### src/rtl/wraw_pkg.sv
package wraw_pkg;

  // Operand addressing mode, 2-bit code shared by source and destination
  typedef enum logic [1:0] {
    AM_NONE    = 2'b00,
    AM_DIRECT  = 2'b01,
    AM_IND     = 2'b10,
    AM_IND_MOD = 2'b11
  } amode_e;

  // An operand forms an address from its W register when the mode is indirect
  function automatic logic uses_pointer(input amode_e m);
    return (m == AM_IND) || (m == AM_IND_MOD);
  endfunction

endpackage

### src/rtl/wraw_alias_decode.sv
// Decodes a destination effective address into a per-register hit vector:
// bit n is set when the address falls in W register n's mapped word.
module wraw_alias_decode #(
  parameter int NUM_WREGS = 16,
  parameter int ADDR_W    = 16,
  parameter int WREG_BASE = 0
) (
  input  logic [ADDR_W-1:0]    ea,
  output logic [NUM_WREGS-1:0] hit
);

  for (genvar i = 0; i < NUM_WREGS; i++) begin : g_slot
    localparam logic [ADDR_W-1:0] SLOT = ADDR_W'(WREG_BASE + 2 * i);
    // word compare: either byte of the register counts
    assign hit[i] = (ea[ADDR_W-1:1] == SLOT[ADDR_W-1:1]);
  end

endmodule

### src/rtl/wraw_hazard_rules.sv
// Combinational stall rules for one destination/source operand pair.
module wraw_hazard_rules
  import wraw_pkg::*;
#(
  parameter int IDX_W = 4
) (
  input  logic             both_valid,
  input  amode_e           dst_mode,
  input  logic [IDX_W-1:0] dst_reg,
  input  amode_e           src_mode,
  input  logic [IDX_W-1:0] src_reg,
  input  logic             alias_hit,
  output logic             hazard
);

  logic same_reg;
  logic by_name;
  logic by_addr;

  always_comb begin
    same_reg = (dst_reg == src_reg);
    // register written by name: direct result or pointer update
    by_name  = same_reg && ((dst_mode == AM_DIRECT) || (dst_mode == AM_IND_MOD));
    // register written through its memory-mapped slot
    by_addr  = alias_hit && uses_pointer(dst_mode);
    hazard   = both_valid && uses_pointer(src_mode) && (by_name || by_addr);
  end

endmodule

### src/rtl/wreg_raw_guard.sv
module wreg_raw_guard
  import wraw_pkg::*;
#(
  parameter int NUM_WREGS = 16,
  parameter int ADDR_W    = 16,
  parameter int WREG_BASE = 0,
  localparam int IDX_W    = $clog2(NUM_WREGS)
) (
  input  logic              clk,
  input  logic              rst,
  input  logic              exe_valid,
  input  logic [1:0]        exe_dst_mode,
  input  logic [IDX_W-1:0]  exe_dst_reg,
  input  logic [ADDR_W-1:0] exe_dst_ea,
  input  logic              pre_valid,
  input  logic [1:0]        pre_src_mode,
  input  logic [IDX_W-1:0]  pre_src_reg,
  output logic              stall
);

  logic [NUM_WREGS-1:0] alias_vec;
  logic                 alias_sel;
  logic                 hazard;

  wraw_alias_decode #(
    .NUM_WREGS(NUM_WREGS),
    .ADDR_W   (ADDR_W),
    .WREG_BASE(WREG_BASE)
  ) u_alias (
    .ea (exe_dst_ea),
    .hit(alias_vec)
  );

  assign alias_sel = alias_vec[pre_src_reg];

  wraw_hazard_rules #(
    .IDX_W(IDX_W)
  ) u_rules (
    .both_valid(exe_valid && pre_valid),
    .dst_mode  (amode_e'(exe_dst_mode)),
    .dst_reg   (exe_dst_reg),
    .src_mode  (amode_e'(pre_src_mode)),
    .src_reg   (pre_src_reg),
    .alias_hit (alias_sel),
    .hazard    (hazard)
  );

  // Registered strobe; a stall cycle always releases the next one
  always_ff @(posedge clk) begin
    if (rst) stall <= 1'b0;
    else     stall <= hazard && !stall;
  end

  p_reset_r1: assert property (@(posedge clk) rst |=> !stall);

  p_valid_r2: assert property (@(posedge clk) disable iff (rst)
    stall |-> $past(exe_valid && pre_valid));

  p_direct_src_r3: assert property (@(posedge clk) disable iff (rst)
    stall |-> $past(pre_src_mode[1]));

  p_one_slot_r5: assert property (@(posedge clk) disable iff (rst)
    $onehot0(alias_vec));

  p_single_r8: assert property (@(posedge clk) disable iff (rst)
    stall |=> !stall);

endmodule

### config.mk
export PLATFORM = sky130hd
export DESIGN_NAME = wreg_raw_guard
export DESIGN_NICKNAME = d
export VERILOG_FILES = /design/src/rtl/wraw_pkg.sv /design/src/rtl/wraw_alias_decode.sv /design/src/rtl/wraw_hazard_rules.sv /design/src/rtl/wreg_raw_guard.sv
export SDC_FILE = /design/constraint.sdc
export NUM_CORES = 1
export LEC_CHECK = 0
export ABC_CLOCK_PERIOD_IN_PS = 2600
export BUFFER_PORTS_ARGS = -buffer_cell sky130_fd_sc_hd__buf_2
export CAP_MARGIN = 20
export CORE_AREA = 2 2 39 41
export CTS_BUF_LIST = sky130_fd_sc_hd__clkbuf_2
export DETAILED_ROUTE_END_ITERATION = 8
export DIE_AREA = 0 0 41 43
export SLEW_MARGIN = 15
export SYNTH_ARGS = -nofsm -noshare
export SYNTH_HDL_FRONTEND = slang
export SYNTH_SLANG_ARGS = --single-unit
### constraint.sdc
create_clock -name clk -period 2.6 [get_ports clk]
set_input_delay 0.39 -clock clk [delete_from_list [all_inputs] [get_ports clk]]
set_output_delay 0.39 -clock clk [all_outputs]
set_load 0.01 [all_outputs]
==> results of run 1 <==
-- layer usage --
metal | routed length (um) | track usage | up-vias
met5 | 0 | 0 | -
met4 | 0 | 0 | 0
met3 | 51 | 0 | 0
met2 | 296 | 0.1281 | 12
met1 | 161 | 0.06070 | 107
li1 | - | - | 131
-- cells by family after synthesis --
family | count (synthesis)
xor gates and xnor gates | 8
and+or+nand+nor | 9
DFF | 1
AOI/OAI and AO/OA | 1
-- worst paths after layout --
kind,start,end,depth (start not counted),slack (ns)
worst max-delay path,exe_dst_ea[8],stall$_SDFF_PP0_,5,1.10
worst min-delay path,stall$_SDFF_PP0_,stall$_SDFF_PP0_,3,0.51
worst max register to register,stall$_SDFF_PP0_,stall$_SDFF_PP0_,3,1.94
worst min register to register,stall$_SDFF_PP0_,stall$_SDFF_PP0_,3,0.51
-- power by group through the flow --
stage | Combinational, mW | Clock [mW] | Sequential (mW)
6_report | 0.0381 | 0 | 0.0157
5_1_grt | 0.0430 | 0 | 0.0157
4_1_cts | 0.0389 | 0 | 0.0157
3_5_place_dp | 0.0387 | 0 | 0.0157
3_3_place_gp | 0.0382 | 0 | 0.0157
2_1_floorplan | 0.0117 | 0 | 0.0157
-- final cells by class --
cell class,instances,share of cell area
multi-input combinational,18,0.4412
sequential,1,0.05882
tap,16,0.05882
timing repair buffer,30,0.4412
-- layout by cell type, fill, tap and decap left out, drive strengths merged --
master,Yosys,layout
a21oi,1,1
buf,0,30
dfxtp,1,1
nand3,1,1
nand4,2,2
nor2,1,1
nor3,1,1
nor4,2,2
nor4b,1,1
or4,1,1
xnor2,2,2
xor2,6,6
-- through the flow --
step,hold slack [ns],cell area [um^2],utilization
3_3_place_gp,0.5111,340.3,0.2459
2_1_floorplan,0.5209,170.2,-
5_1_grt,0.5584,340.3,0.2459
3_5_place_dp,0.5178,340.3,0.2459
4_1_cts,0.5189,340.3,0.2459
6_report,0.5115,340.3,0.2459
-- worst register-to-register path, cell delays in order (launching register included) --
cell and delay [ns]:
dfxtp_1 0.28, nor2_1 0.10, nand4_1 0.10, a21oi_1 0.11
==> results.json, run 1 <==
{
  "synth_edf_count": 0,
  "syn_area_um2": 170.2,
  "diodes": 0,
  "crit_family": "simple AND/OR/NAND/NOR gates",
  "nNetsFinal": 83,
  "drtPass1Iterations": 1,
  "crit_arrival_ns": 1.43,
  "cellPowerDensity_nw_per_um2": 158.1,
  "start_kind": "input port",
  "largest-register": "stall",
  "cp.required_ns": 2.53,
  "cp_slowest_stage_delay_ns": 0.40,
  "drive_above_1_share": 0.6735,
  "rsz0062_at_grt": "false",
  "grt-ovfl-total": 0,
  "synth_top_area_cell": "xor2_1",
  "yosys.area.top_type_share": 0.2574,
  "seqPwrFrac": 0.292,
  "cap_violations": 0,
  "finalSetupViolCount": 0,
  "post-cts-setup-buffers": 0,
  "pwr-share-clk": 0,
  "numPortBuffers": 30,
  "synth_compound_area_frac": 0.02941,
  "grt_usage": 0.06012,
  "power_leakage_nw": 0.1677,
  "boundaryPins": 33,
  "synth_most_common_cell": "xor2_1",
  "drt-initial-drc-count": 0,
  "synth_ff_type": "dfxtp_1",
  "vias_per_cell": 3.846,
  "outcome": "completed",
  "ys_ff_latch": 1,
  "insertion_delay_ns": 0,
  "fin_skew_ns": 0,
  "synthDistinctLibCells": 13,
  "setup_tns_ns": 0,
  "ir_drop_uv": 30.86,
  "area_growth_pct": 100.0,
  "synth_commonest_cells": "xor2_1 (5), nand4_1 (2), xnor2_1 (2)",
  "intPower_mw": 0.03929,
  "grt_pass1_vias": 242,
  "post_cts_resized": 0,
  "crit_slowest_cell": "or4_1",
  "fill_cells": 155,
  "syn_inst": 19,
  "largest_register_ffs": 1,
  "antenna_found_initial": 0,
  "endpoint_kind": "register",
  "yosysSeqAreaShare": 0.1176,
  "worst_pin_slew_ns": 0.2484,
  "maxSlewViolCount": 0,
  "synthAdderAreaFrac": 0,
  "grt_first_pass_wirelength_um": 793,
  "multi_input_area_um2": 150.1,
  "drc_errors": 0,
  "synthSimpleGateAreaFrac": 0.3971,
  "instances_no_fill": 65,
  "die_w_um": 41,
  "routed_wl_um": 509,
  "synth_top_family_by_area": "XOR/XNOR gates",
  "path_buf_inv": 1,
  "path_class": "in -> reg",
  "clk_pin_slew_ns": 0,
  "largestRegisters": "stall (1)",
  "start_util": 0.1230,
  "async_flop_share": 0,
  "pre_cts_slack_ns": 1.078,
  "synth_nets": 51,
  "dp_cells": 65,
  "power.share.switching": 0.2698,
  "fin_ws_ns": 1.097,
  "fmax_mhz": 665.3,
  "finalPower_mw": 0.05380,
  "synth_area_per_cell_um2": 8.956,
  "cp_cell_sequence": "buf_2 > nor4_1 > nand4_1 > or4_1 > a21oi_1",
  "wire_per_inst_um": 7.831,
  "postRouteAntennaNets": 0,
  "regArea_um2": 20.02,
  "switchingPower_mw": 0.01452,
  "hold_class": "reg -> reg",
  "fin_crit_sh": 0.5781,
  "synth.area.top_cells": "xor2_1 (26%), dfxtp_1 (12%), xnor2_1 (10%)",
  "synth_xor_area_frac": 0.4559,
  "cp_max_fo": 1,
  "vias": 250,
  "synthMuxAreaShare": 0,
  "dieArea_um2": 1763,
  "coreArea_um2": 1384,
  "synth.yosys.warnings": 0,
  "place_congestion": 0.5520,
  "row_count": 14,
  "min_period_ns": 1.503,
  "final_hold_viol_count": 0,
  "grt_start_max_net_pins": 3,
  "p_comb_frac": 0.708,
  "fp.dieH_um": 43,
  "postCtsHoldBufs": 0,
  "maxSlewHeadroom": 0.8329
}
(Power assumes the default switching activity.)
==> inputs of run 2 (changes only) <==
ABC_CLOCK_PERIOD_IN_PS = 1500   (was 2600)
clock period = 1.5 ns   (was 2.6 ns; I/O delays follow)
==> run 2 against run 1 <==
Compared with the run above:
- cell area up 1.8%
- register-to-register slack worse by 1.1 ns
- largest cell class unchanged
- first-iteration DRC count unchanged
- largest power group unchanged
- critical path type unchanged
- highest routed layer unchanged
- global-route usage up 0.19 points
- combinational power up 79%
- sequential power up 73%
==> results.json, run 2 (synthesis results as in run 1) <==
{
  "largest-register": "stall",
  "drc_errors": 0,
  "finalSetupViolCount": 0,
  "boundaryPins": 33,
  "worstReg2RegEnd": "stall$_SDFF_PP0_",
  "setup_tns_ns": 0,
  "postRouteAntennaNets": 0,
  "holdPathStages": 3,
  "start_kind": "input port",
  "nNetsFinal": 83,
  "finalPower_mw": 0.09536,
  "ir_drop_uv": 48.11,
  "grt_pass1_vias": 243,
  "critPathLaunch": "exe_dst_ea[8]",
  "final_hold_viol_count": 0,
  "worstRegToRegCells": 3,
  "wire_per_inst_um": 8.400,
  "grt_first_pass_wirelength_um": 821,
  "endpoint_kind": "register",
  "insertion_delay_ns": 0,
  "holdCritStartpoint": "pre_src_mode[1]",
  "largestRegisters": "stall (1)",
  "layout_commonest_cell": "buf_2",
  "area_growth_pct": 103.7,
  "worst_pin_slew_ns": 0.2076,
  "numPortBuffers": 30,
  "drive_above_1_share": 0.6939,
  "crit_arrival_ns": 1.24,
  "dieArea_um2": 1763,
  "r2r_slack_ns": 0.84,
  "largest_register_ffs": 1,
  "fmax_mhz": 760.4,
  "start_util": 0.1230,
  "clk_pin_slew_ns": 0,
  "holdPathEnd": "stall$_SDFF_PP0_",
  "fin_skew_ns": 0,
  "grt-ovfl-total": 0,
  "path_class": "in -> reg",
  "power_leakage_nw": 0.1682,
  "maxSlewHeadroom": 0.8605,
  "rsz0062_at_grt": "false",
  "maxSlewViolCount": 0,
  "grt_usage": 0.06206,
  "cp_max_fo": 1,
  "final_util": 0.2505,
  "cap_violations": 0,
  "drtPass1Iterations": 1,
  "holdWs_ns": 0.4705,
  "coreArea_um2": 1384,
  "hold_class": "in -> reg",
  "vias": 255,
  "grt_start_max_net_pins": 3,
  "fill_cells": 161,
  "diodes": 0,
  "reg2reg_from": "stall$_SDFF_PP0_",
  "vias_per_cell": 3.923,
  "post-cts-setup-buffers": 0,
  "cp.required_ns": 1.43,
  "routed_wl_um": 546,
  "fp.dieH_um": 43,
  "antenna_found_initial": 0,
  "outcome": "completed",
  "die_w_um": 41,
  "cellPowerDensity_nw_per_um2": 275.1,
  "min_period_ns": 1.315,
  "fin_crit_sh": 0.8767,
  "place_congestion": 0.5520,
  "row_count": 14,
  "final_cell_mix": "buf_2 (30), xor2_1 (5), xnor2_1 (2), nor4_2 (2), nand4_1 (2)",
  "drt-initial-drc-count": 0
}
## run 2: cell counts in the layout (fill, tap and decap cells not counted)
Identical to the previous run, type by type.
## run 2: cell type report
type	count	area, um^2	area share
sequential	1	20.02	0.05776
multi-input combinational	18	156.4	0.4513
tap	16	20.02	0.05776
timing repair buffer	30	150.1	0.4332
## run 2: per-stage QoR
step           area, um^2  setup WS (ns)  cells
2_1_floorplan       170.2         0.3466     19
3_3_place_gp        340.3         0.1530     65
3_5_place_dp        340.3         0.1386     65
4_1_cts             340.3         0.1370     65
5_1_grt             346.6        0.06300     65
6_report            346.6         0.1849     65
## run 2: worst max path at each step
stage,endpoint,slack (ns),cells past startpoint
3_5_place_dp,stall$_SDFF_PP0_,0.14,5
2_1_floorplan,stall$_SDFF_PP0_,0.35,4
3_3_place_gp,stall$_SDFF_PP0_,0.15,5
5_1_grt,stall$_SDFF_PP0_,0.06,5
4_1_cts,stall$_SDFF_PP0_,0.14,5
6_report,stall$_SDFF_PP0_,0.18,5
## run 2: layer usage
layer	GRT usage	vias up	wire, um
met5	0	-	0
met4	0	0	0
met3	0	0	52
met2	0.1250	12	325
met1	0.07006	112	168
li1	-	131	-
## run 2: what timing repair did
item	4_1_cts	5_1_grt
setup endpoints to repair	0	1
gates resized for setup	0	1
hold buffers	0	0
## run 2: critical path: stages
cell and delay [ns]:
buf_2 0.10, nor4_2 0.26, nand4_1 0.12, or4_1 0.40, a21oi_1 0.14
## run 2: report_power, final
part           leakage (nW)  internal (mW)  switching (mW)
sequential          0.00805         0.0272       0.0000329
combinational         0.160         0.0413          0.0268
clock                     0              0               0
